## config.mk

```make
export PLATFORM = sky130hd
export DESIGN_NAME = xdata_qualifier
export DESIGN_NICKNAME = d
export VERILOG_FILES = /design/src/rtl/xdq_pkg.sv /design/src/rtl/xdq_region_decode.sv /design/src/rtl/xdq_strobe_gate.sv /design/src/rtl/xdq_sel_pipe.sv /design/src/rtl/xdata_qualifier.sv
export SDC_FILE = /design/constraint.sdc
export NUM_CORES = 1
export LEC_CHECK = 0
export BUFFER_PORTS_ARGS = -buffer_cell sky130_fd_sc_hd__buf_4
export CAP_MARGIN = 10
export CELL_PAD_IN_SITES_DETAIL_PLACEMENT = 1
export CELL_PAD_IN_SITES_GLOBAL_PLACEMENT = 1
export CORE_ASPECT_RATIO = 0.6
export CORE_MARGIN = 5
export CORE_UTILIZATION = 22
export CTS_CLUSTER_DIAMETER = 30
export DETAILED_ROUTE_END_ITERATION = 8
export PLACE_DENSITY_LB_ADDON = 0.1
export RECOVER_POWER = 50
export SLEW_MARGIN = 20
export SYNTH_ARGS = -nofsm -noshare
export SYNTH_HDL_FRONTEND = slang
export SYNTH_SLANG_ARGS = --single-unit
```

## constraint.sdc

```tcl
create_clock -name clk -period 2 [get_ports clk]
set_input_delay 0.2 -clock clk [delete_from_list [all_inputs] [get_ports clk]]
set_output_delay 0.2 -clock clk [all_outputs]
set_load 0.05 [all_outputs]
```

## src/rtl/xdq_pkg.sv

```systemverilog
package xdq_pkg;

  typedef enum logic [1:0] {
    XR_REG  = 2'd0,
    XR_SRAM = 2'd1,
    XR_EXT  = 2'd2
  } xdq_region_e;

  typedef struct packed {
    logic regf;
    logic sram;
    logic ext;
  } xdq_sel_t;

endpackage

```

## src/rtl/xdq_region_decode.sv

```systemverilog
module xdq_region_decode
  import xdq_pkg::*;
#(
  parameter int ADDR_W      = 16,
  parameter int REG_COUNT   = 94,
  parameter int ONCHIP_SIZE = 4096,
  localparam int REG_AW     = $clog2(REG_COUNT),
  localparam int SRAM_AW    = $clog2(ONCHIP_SIZE - REG_COUNT)
) (
  input  logic [ADDR_W-1:0]  addr,
  output xdq_region_e        region,
  output logic [REG_AW-1:0]  reg_index,
  output logic [SRAM_AW-1:0] sram_index
);

  localparam logic [ADDR_W-1:0] SRAM_BASE = ADDR_W'(REG_COUNT);
  localparam logic [ADDR_W-1:0] EXT_BASE  = ADDR_W'(ONCHIP_SIZE);

  function automatic xdq_region_e classify(input logic [ADDR_W-1:0] a);
    if (a < SRAM_BASE)     return XR_REG;
    else if (a < EXT_BASE) return XR_SRAM;
    else                   return XR_EXT;
  endfunction

  function automatic logic [ADDR_W-1:0] sram_offset(input logic [ADDR_W-1:0] a);
    return a - SRAM_BASE;
  endfunction

  logic [ADDR_W-1:0] sram_diff;

  always_comb begin
    region     = classify(addr);
    sram_diff  = sram_offset(addr);
    reg_index  = '0;
    sram_index = '0;
    if (region == XR_REG)  reg_index  = REG_AW'(addr);
    if (region == XR_SRAM) sram_index = SRAM_AW'(sram_diff);
  end

endmodule

```

## src/rtl/xdq_strobe_gate.sv

```systemverilog
module xdq_strobe_gate
  import xdq_pkg::*;
(
  input  xdq_region_e region,
  input  logic        rd_n,
  input  logic        wr_n,
  output xdq_sel_t    sel,
  output logic        rd_pin,
  output logic        wr_pin,
  output logic        pin_oe
);

  logic strobe_on;

  always_comb begin
    strobe_on = ~(rd_n & wr_n);
    sel.regf  = strobe_on && (region == XR_REG);
    sel.sram  = strobe_on && (region == XR_SRAM);
    sel.ext   = strobe_on && (region == XR_EXT);
    pin_oe    = sel.ext;
    rd_pin    = sel.ext ? rd_n : 1'b1;
    wr_pin    = sel.ext ? wr_n : 1'b1;
  end

endmodule

```

## src/rtl/xdq_sel_pipe.sv

```systemverilog
module xdq_sel_pipe
  import xdq_pkg::*;
(
  input  logic     clk,
  input  logic     rst_n,
  input  xdq_sel_t sel_d,
  output xdq_sel_t sel_q
);

  always_ff @(posedge clk or negedge rst_n) begin
    if (!rst_n) sel_q <= '0;
    else        sel_q <= sel_d;
  end

endmodule

```

## src/rtl/xdata_qualifier.sv

```systemverilog
module xdata_qualifier
  import xdq_pkg::*;
#(
  parameter int ADDR_W      = 16,
  parameter int REG_COUNT   = 94,
  parameter int ONCHIP_SIZE = 4096,
  localparam int REG_AW     = $clog2(REG_COUNT),
  localparam int SRAM_AW    = $clog2(ONCHIP_SIZE - REG_COUNT)
) (
  input  logic               clk,
  input  logic               rst_n,
  input  logic [ADDR_W-1:0]  addr,
  input  logic               rd_n,
  input  logic               wr_n,
  output logic               reg_sel,
  output logic [REG_AW-1:0]  reg_index,
  output logic               sram_sel,
  output logic [SRAM_AW-1:0] sram_index,
  output logic               rd_pin,
  output logic               wr_pin,
  output logic               pin_oe,
  output logic               reg_sel_q,
  output logic               sram_sel_q,
  output logic               ext_sel_q
);

  xdq_region_e region_w;
  xdq_sel_t    sel_w;
  xdq_sel_t    sel_q_w;

  xdq_region_decode #(
    .ADDR_W      (ADDR_W),
    .REG_COUNT   (REG_COUNT),
    .ONCHIP_SIZE (ONCHIP_SIZE)
  ) u_decode (
    .addr       (addr),
    .region     (region_w),
    .reg_index  (reg_index),
    .sram_index (sram_index)
  );

  xdq_strobe_gate u_gate (
    .region (region_w),
    .rd_n   (rd_n),
    .wr_n   (wr_n),
    .sel    (sel_w),
    .rd_pin (rd_pin),
    .wr_pin (wr_pin),
    .pin_oe (pin_oe)
  );

  xdq_sel_pipe u_pipe (
    .clk   (clk),
    .rst_n (rst_n),
    .sel_d (sel_w),
    .sel_q (sel_q_w)
  );

  assign reg_sel    = sel_w.regf;
  assign sram_sel   = sel_w.sram;
  assign reg_sel_q  = sel_q_w.regf;
  assign sram_sel_q = sel_q_w.sram;
  assign ext_sel_q  = sel_q_w.ext;

endmodule

```

==> metrics.txt, run 1 <==
status complete, no violations; sw frac 0.338; required time of the critical path 1.80 ns; LEAKAGE 0.479 nW; Crit path top cell by count buf_4; Total GRT Usage 0.131; slowest cell delay on critical path 0.55 ns; # diodes 0; Flop pwr share 0.163; Fill cells 298; peak supply drop 0.159 mV; setup_tns 0 ns; crit-path cells buf_4 -> or4_4 -> buf_4 -> o41ai_2 -> and3_1 -> buf_6; DP HPWL 1.88 mm; area of the multi-input gates 423 sq um; largest net degree at the start of global routing 15; Ports 47; Max-slew headroom 0.591; Syn Area/Cell 7.62 sq um; CP Class input pin to output pin; Synth-to-Final Area Change 92.5%; Post-synth EDFFs 0; nets 142; max reg flops 3; Clock Power Share 0.443; distinct cell type count after synthesis 33; number of CTS-inserted buffers 3; CP Capture Type output pin; Primary FF master, synth dfrtp_1; dpl ws 0.0280 ns; CTS H-Tree Depth 1; register with the most flip-flops u_pipe.sel_q; vias in the first global route 707; ys async rst share 1.00; Fmax 531 MHz; Final period util 0.942; # Max-Cap Violations 0; clock slew at reported path FFs 0.03 ns; PD cells 401 nW/um^2; final setup margin 0.116 ns; row count 13; Mapped Cells 66; CTS tree done; Seq/Total Area, Yosys 0.149; total number of vias 745; PortBufs 46; Synth Cell Area 503 sq um; grt ovf 0; critical path peak fanout 4; Via density 4.97; NetSw 0.131 mW; final hold violations 0; Mapped Nets 87; clk root buf clkbuf_8; Placed Cells 143; GP Congestion 0.774; Hold Crit Class input pin to flip-flop; Routed WL per cell 15.3 um; final setup vio count 0; initial antenna violation count 0; die footprint 3370 sq um; Die H 47.0 um; Residual DRC 0; share of layout cells above drive strength 1 0.483; DRT Wirelength 2.30 mm; Die Wd 71.7 um; Logic pwr share 0.393; clk sink count 3; Pint 0.257 mW; drt first pass iters 4; crit start category input pin; Ys Warns 0; register area 75.1 sq um; Non-Filler Instances 150; largest registers u_pipe.sel_q (3); Slew Viols, Final 0; Worst Max-Slew Pin Slew 0.616 ns; Max clock buf depth 2; RSZ-0062 raised after global routing false; initial core utilization 0.231; ANT nets after route 0; slowest CP cell or4_4; Starting DRT DRC Count 36; Tmin final 1.88 ns; Yosys reg bits 3; CORE AREA 2180 sq um; first-pass GRT wire length 3.50 mm; WP data arrival 1.68 ns
==> synth_stat cells, types with 2 or more instances <==
master | count | area (sq um)
nor2_1 | 2 | 7.51
dfrtp_1 | 3 | 75.1
a21oi_1 | 2 | 10.0
a211oi_1 | 3 | 22.5
and3_1 | 9 | 56.3
nor3_1 | 4 | 20.0
inv_1 | 2 | 7.51
xnor2_1 | 2 | 17.5
or3_1 | 2 | 12.5
a211o_1 | 2 | 17.5
clkbuf_1 | 4 | 15.0
nand3_1 | 2 | 10.0
nor3b_1 | 2 | 15.0
mux2i_1 | 2 | 20.0
nand2b_1 | 3 | 18.8
nand2_1 | 5 | 18.8
==> through the flow <==
step	hold WS, ns	utilization	total power [mW]	instance area, sq um
after floorplan	-0.0956	-	0.146	518
after global placement	-0.00722	0.425	0.218	926
after detailed placement	-0.00496	0.425	0.221	926
after CTS	0.194	0.450	0.399	981
after global routing	0.221	0.444	0.410	968
final	0.197	0.444	0.388	968
==> placed cells by master (no fill, tap or decap), drive strengths merged, types with 3 or more instances in the layout <==
master / netlist / layout
nand2: 5 / 5
clkbuf: 4 / 15
dfrtp: 3 / 3
nand2b: 3 / 3
nor3: 4 / 4
a211oi: 4 / 4
and3: 9 / 9
buf: 1 / 43
==> area by class of cell <==
| class | instances | share of cell area |
|---|---|---|
| multi-input cells | 56 | 0.437 |
| repair buffers | 55 | 0.393 |
| flip-flops and latches | 3 | 0.0775 |
| clock buffers | 4 | 0.0465 |
| well taps | 30 | 0.0388 |
| inverters | 2 | 0.00775 |
==> power by group through the flow <==
stage	clock (mW)	combinational, mW	sequential [mW]
after CTS	0.176	0.159	0.0635
after detailed placement	0	0.157	0.0641
after global routing	0.182	0.165	0.0635
after floorplan	0	0.0754	0.0708
after global placement	0	0.154	0.0640
final	0.172	0.153	0.0634
==> per-layer routing <==
layer | vias up | track usage | routed length, um
li1 | 365 | - | -
met1 | 356 | 0.189 | 1080
met2 | 24 | 0.206 | 1090
met3 | 0 | 0.0385 | 132
met4 | 0 | 0 | 0
met5 | - | 0 | 0
==> kinds of logic after synthesis <==
logic type	share of synthesized area
AOI/OAI and AO/OA	0.251
buffers and inverters	0.0672
adders and majority gates	0.0249
DFF	0.149
muxes	0.0398
xor gates and xnor gates	0.0522
and+or+nand+nor	0.415
==> worst paths after layout <==
check                         start  depth (start not counted)  slack (ns)               to
max                        addr[10]                          6        0.12   sram_index[11]
min                            wr_n                          2        0.20  u_pipe.sel_q[0]
max in group asynchronous     rst_n                          2        1.47  u_pipe.sel_q[0]
min in group asynchronous     rst_n                          2        0.35  u_pipe.sel_q[2]
==> timing repair <==
| action | in CTS | in global routing |
|---|---|---|
| hold buffers | 1 | 0 |
| hold endpoints to repair | 3 | 0 |
| setup buffers | 0 | 2 |
| endpoints found under the setup margin | 0 | 11 |
| gates resized for setup | 0 | 2 |
==> critical path: cells and delay by family <==
kind	cells	cell delay, ns
compound gates	1	0.28
simple gates	2	0.76
buf+inv	3	0.45
No activity file was read; power rests on OpenSTA's default activity.
==> inputs of run 2 (changes only) <==
--- a/config.mk
+++ b/config.mk
@@ -14,6 +14,7 @@
 export CORE_UTILIZATION = 22
 export CTS_CLUSTER_DIAMETER = 30
 export DETAILED_ROUTE_END_ITERATION = 8
+export GPL_TIMING_DRIVEN = 0
 export PLACE_DENSITY_LB_ADDON = 0.1
 export RECOVER_POWER = 50
 export SLEW_MARGIN = 20
==> run 2 against run 1 <==
Net effect: via count unchanged; maximum frequency down 5.2%; setup slack worse by 0.10 ns; flip-flop and latch count unchanged; cell count up 0.67%; first-iteration DRC count down 56%; critical path depth unchanged; largest power group unchanged; sequential share of layout area down 0.16 points; cell area up 2.1%.
==> metrics.txt, run 2 (synthesis gave the netlist of run 1 again) <==
status complete, no violations; initial antenna violation count 0 (unchanged); Starting DRT DRC Count 16 (-56%); initial core utilization 0.231 (unchanged); final setup margin 0.0122 ns (-0.103 ns); row count 13 (unchanged); PortBufs 45 (-2.2%); PD cells 406 nW/um^2 (+1.2%); required time of the critical path 1.80 ns (about the same); DRT Wirelength 2.42 mm (+4.9%); CP Class input pin to output pin; Crit path top cell by count buf_4; GP Congestion 0.706 (-8.7%); area of the multi-input gates 420 sq um (-0.59%); CTS H-Tree Depth 1 (unchanged); number of CTS-inserted buffers 3 (unchanged); Final period util 0.994 (+0.0517); DP HPWL 1.82 mm (-2.8%); vias in the first global route 714 (+0.99%); Max-slew headroom 0.603 (+0.0125); peak supply drop 0.203 mV (+28%); drt first pass iters 4 (unchanged); Max clock buf depth 2 (unchanged); CTS tree done; nets 143 (+0.70%); Hold Crit Class input pin to flip-flop; Total GRT Usage 0.139 (+0.00838); die footprint 3370 sq um (unchanged); worst hold stages 2 (unchanged); Tot Pwr 0.401 mW (+3.3%); Worst Max-Slew Pin Slew 0.597 ns (-0.0188 ns); Fmax 503 MHz (-5.2%); clock slew at reported path FFs 0.03 ns (about the same); first-pass GRT wire length 3.46 mm (-1.2%); most common cell after layout, fill and taps aside buf_4; LEAKAGE 0.480 nW (+0.27%); slowest cell delay on critical path 0.57 ns (+0.02 ns); WP data arrival 1.79 ns (+0.11 ns); final hold violations 0 (unchanged); Synth-to-Final Area Change 96.5%; grt ovf 0 (unchanged); total number of vias 745 (unchanged); Residual DRC 0 (unchanged); Die H 47.0 um (unchanged); register with the most flip-flops u_pipe.sel_q; crit-path cells buf_4 -> or4_4 -> a211oi_4 -> buf_4 -> and3_1 -> buf_4; Tmin final 1.99 ns (+0.103 ns); clk sink count 3 (unchanged); dpl ws -0.0243 ns (-0.0523 ns); ANT nets after route 0 (unchanged); largest registers u_pipe.sel_q (3); final setup vio count 0 (unchanged); largest net degree at the start of global routing 11 (-4); # diodes 0 (unchanged); slowest CP cell or4_4; max reg flops 3 (unchanged); clk root buf clkbuf_8; Slew Viols, Final 0 (unchanged); Die Wd 71.7 um (unchanged); Via density 4.93 (-0.66%); CORE AREA 2180 sq um (unchanged); # Max-Cap Violations 0 (unchanged); crit start category input pin; Ports 47 (unchanged); most frequent cells in the layout buf_4 (41), clkbuf_1 (9), and3_1 (8); share of layout cells above drive strength 1 0.479 (-0.00399); setup_tns 0 ns (unchanged); CP Capture Type output pin; Routed WL per cell 16.0 um (+4.2%); critical path peak fanout 6 (+2); register area 75.1 sq um (unchanged); Fill cells 278 (-6.7%)
-- run 2: repair_timing --
| action | in CTS | in global routing |
|---|---|---|
| gates resized for setup | 0 | 7 |
| hold buffers | 1 | 0 |
| endpoints found under the setup margin | 1 | 13 |
| endpoints found under the hold margin | 3 | 0 |
| pin swaps | 1 | 2 |
| gates cloned | 0 | 1 |
| buffers inserted | 0 | 4 |
-- run 2: power by group --
group          internal (mW)  switching, mW  total, mW  leakage (nW)
Sequential            0.0629       0.000371     0.0633        0.0383
Combinational         0.0585         0.0946      0.153         0.419
Clock                  0.137         0.0482      0.185        0.0228
-- run 2: per-layer routing --
layer  track usage  vias to the layer above  wire length [um]
li1              -                      367                 -
met1         0.183                      348              1110
met2         0.214                       26              1150
met3        0.0470                        4               111
met4        0.0562                        0                42
met5             0                        -                 0
-- run 2: stage by stage --
step	hold WS, ns	utilization	cells	cell area [sq um]
after floorplan	-0.0956	-	66	518
after CTS	0.180	0.435	146	948
after global placement	-0.00578	0.410	141	893
after global routing	0.209	0.454	151	988
final	0.188	0.454	151	988
after detailed placement	-0.00403	0.410	141	893
-- run 2: path summary, 6_finish.rpt --
path,to,start
setup / recovery,reg_index[2],addr[10]
hold / removal,u_pipe.sel_q[0],rd_n
max in group asynchronous,u_pipe.sel_q[2],rst_n
min in group asynchronous,u_pipe.sel_q[0],rst_n
-- run 2: worst max-delay path: cells and delay by family --
kind	cells	cell delay (ns)
and+or+nand+nor	2	0.72
buffers and inverters	3	0.49
AOI/OAI and AO/OA	1	0.37
-- run 2: area by class of cell --
| cell class | count | share of cell area |
|---|---|---|
| well taps | 30 | 0.0380 |
| inverters | 2 | 0.00759 |
| flip-flops and latches | 3 | 0.0759 |
| plain buffers | 5 | 0.0278 |
| repair buffers | 51 | 0.380 |
| multi-input cells | 56 | 0.425 |
| clock buffers | 4 | 0.0456 |
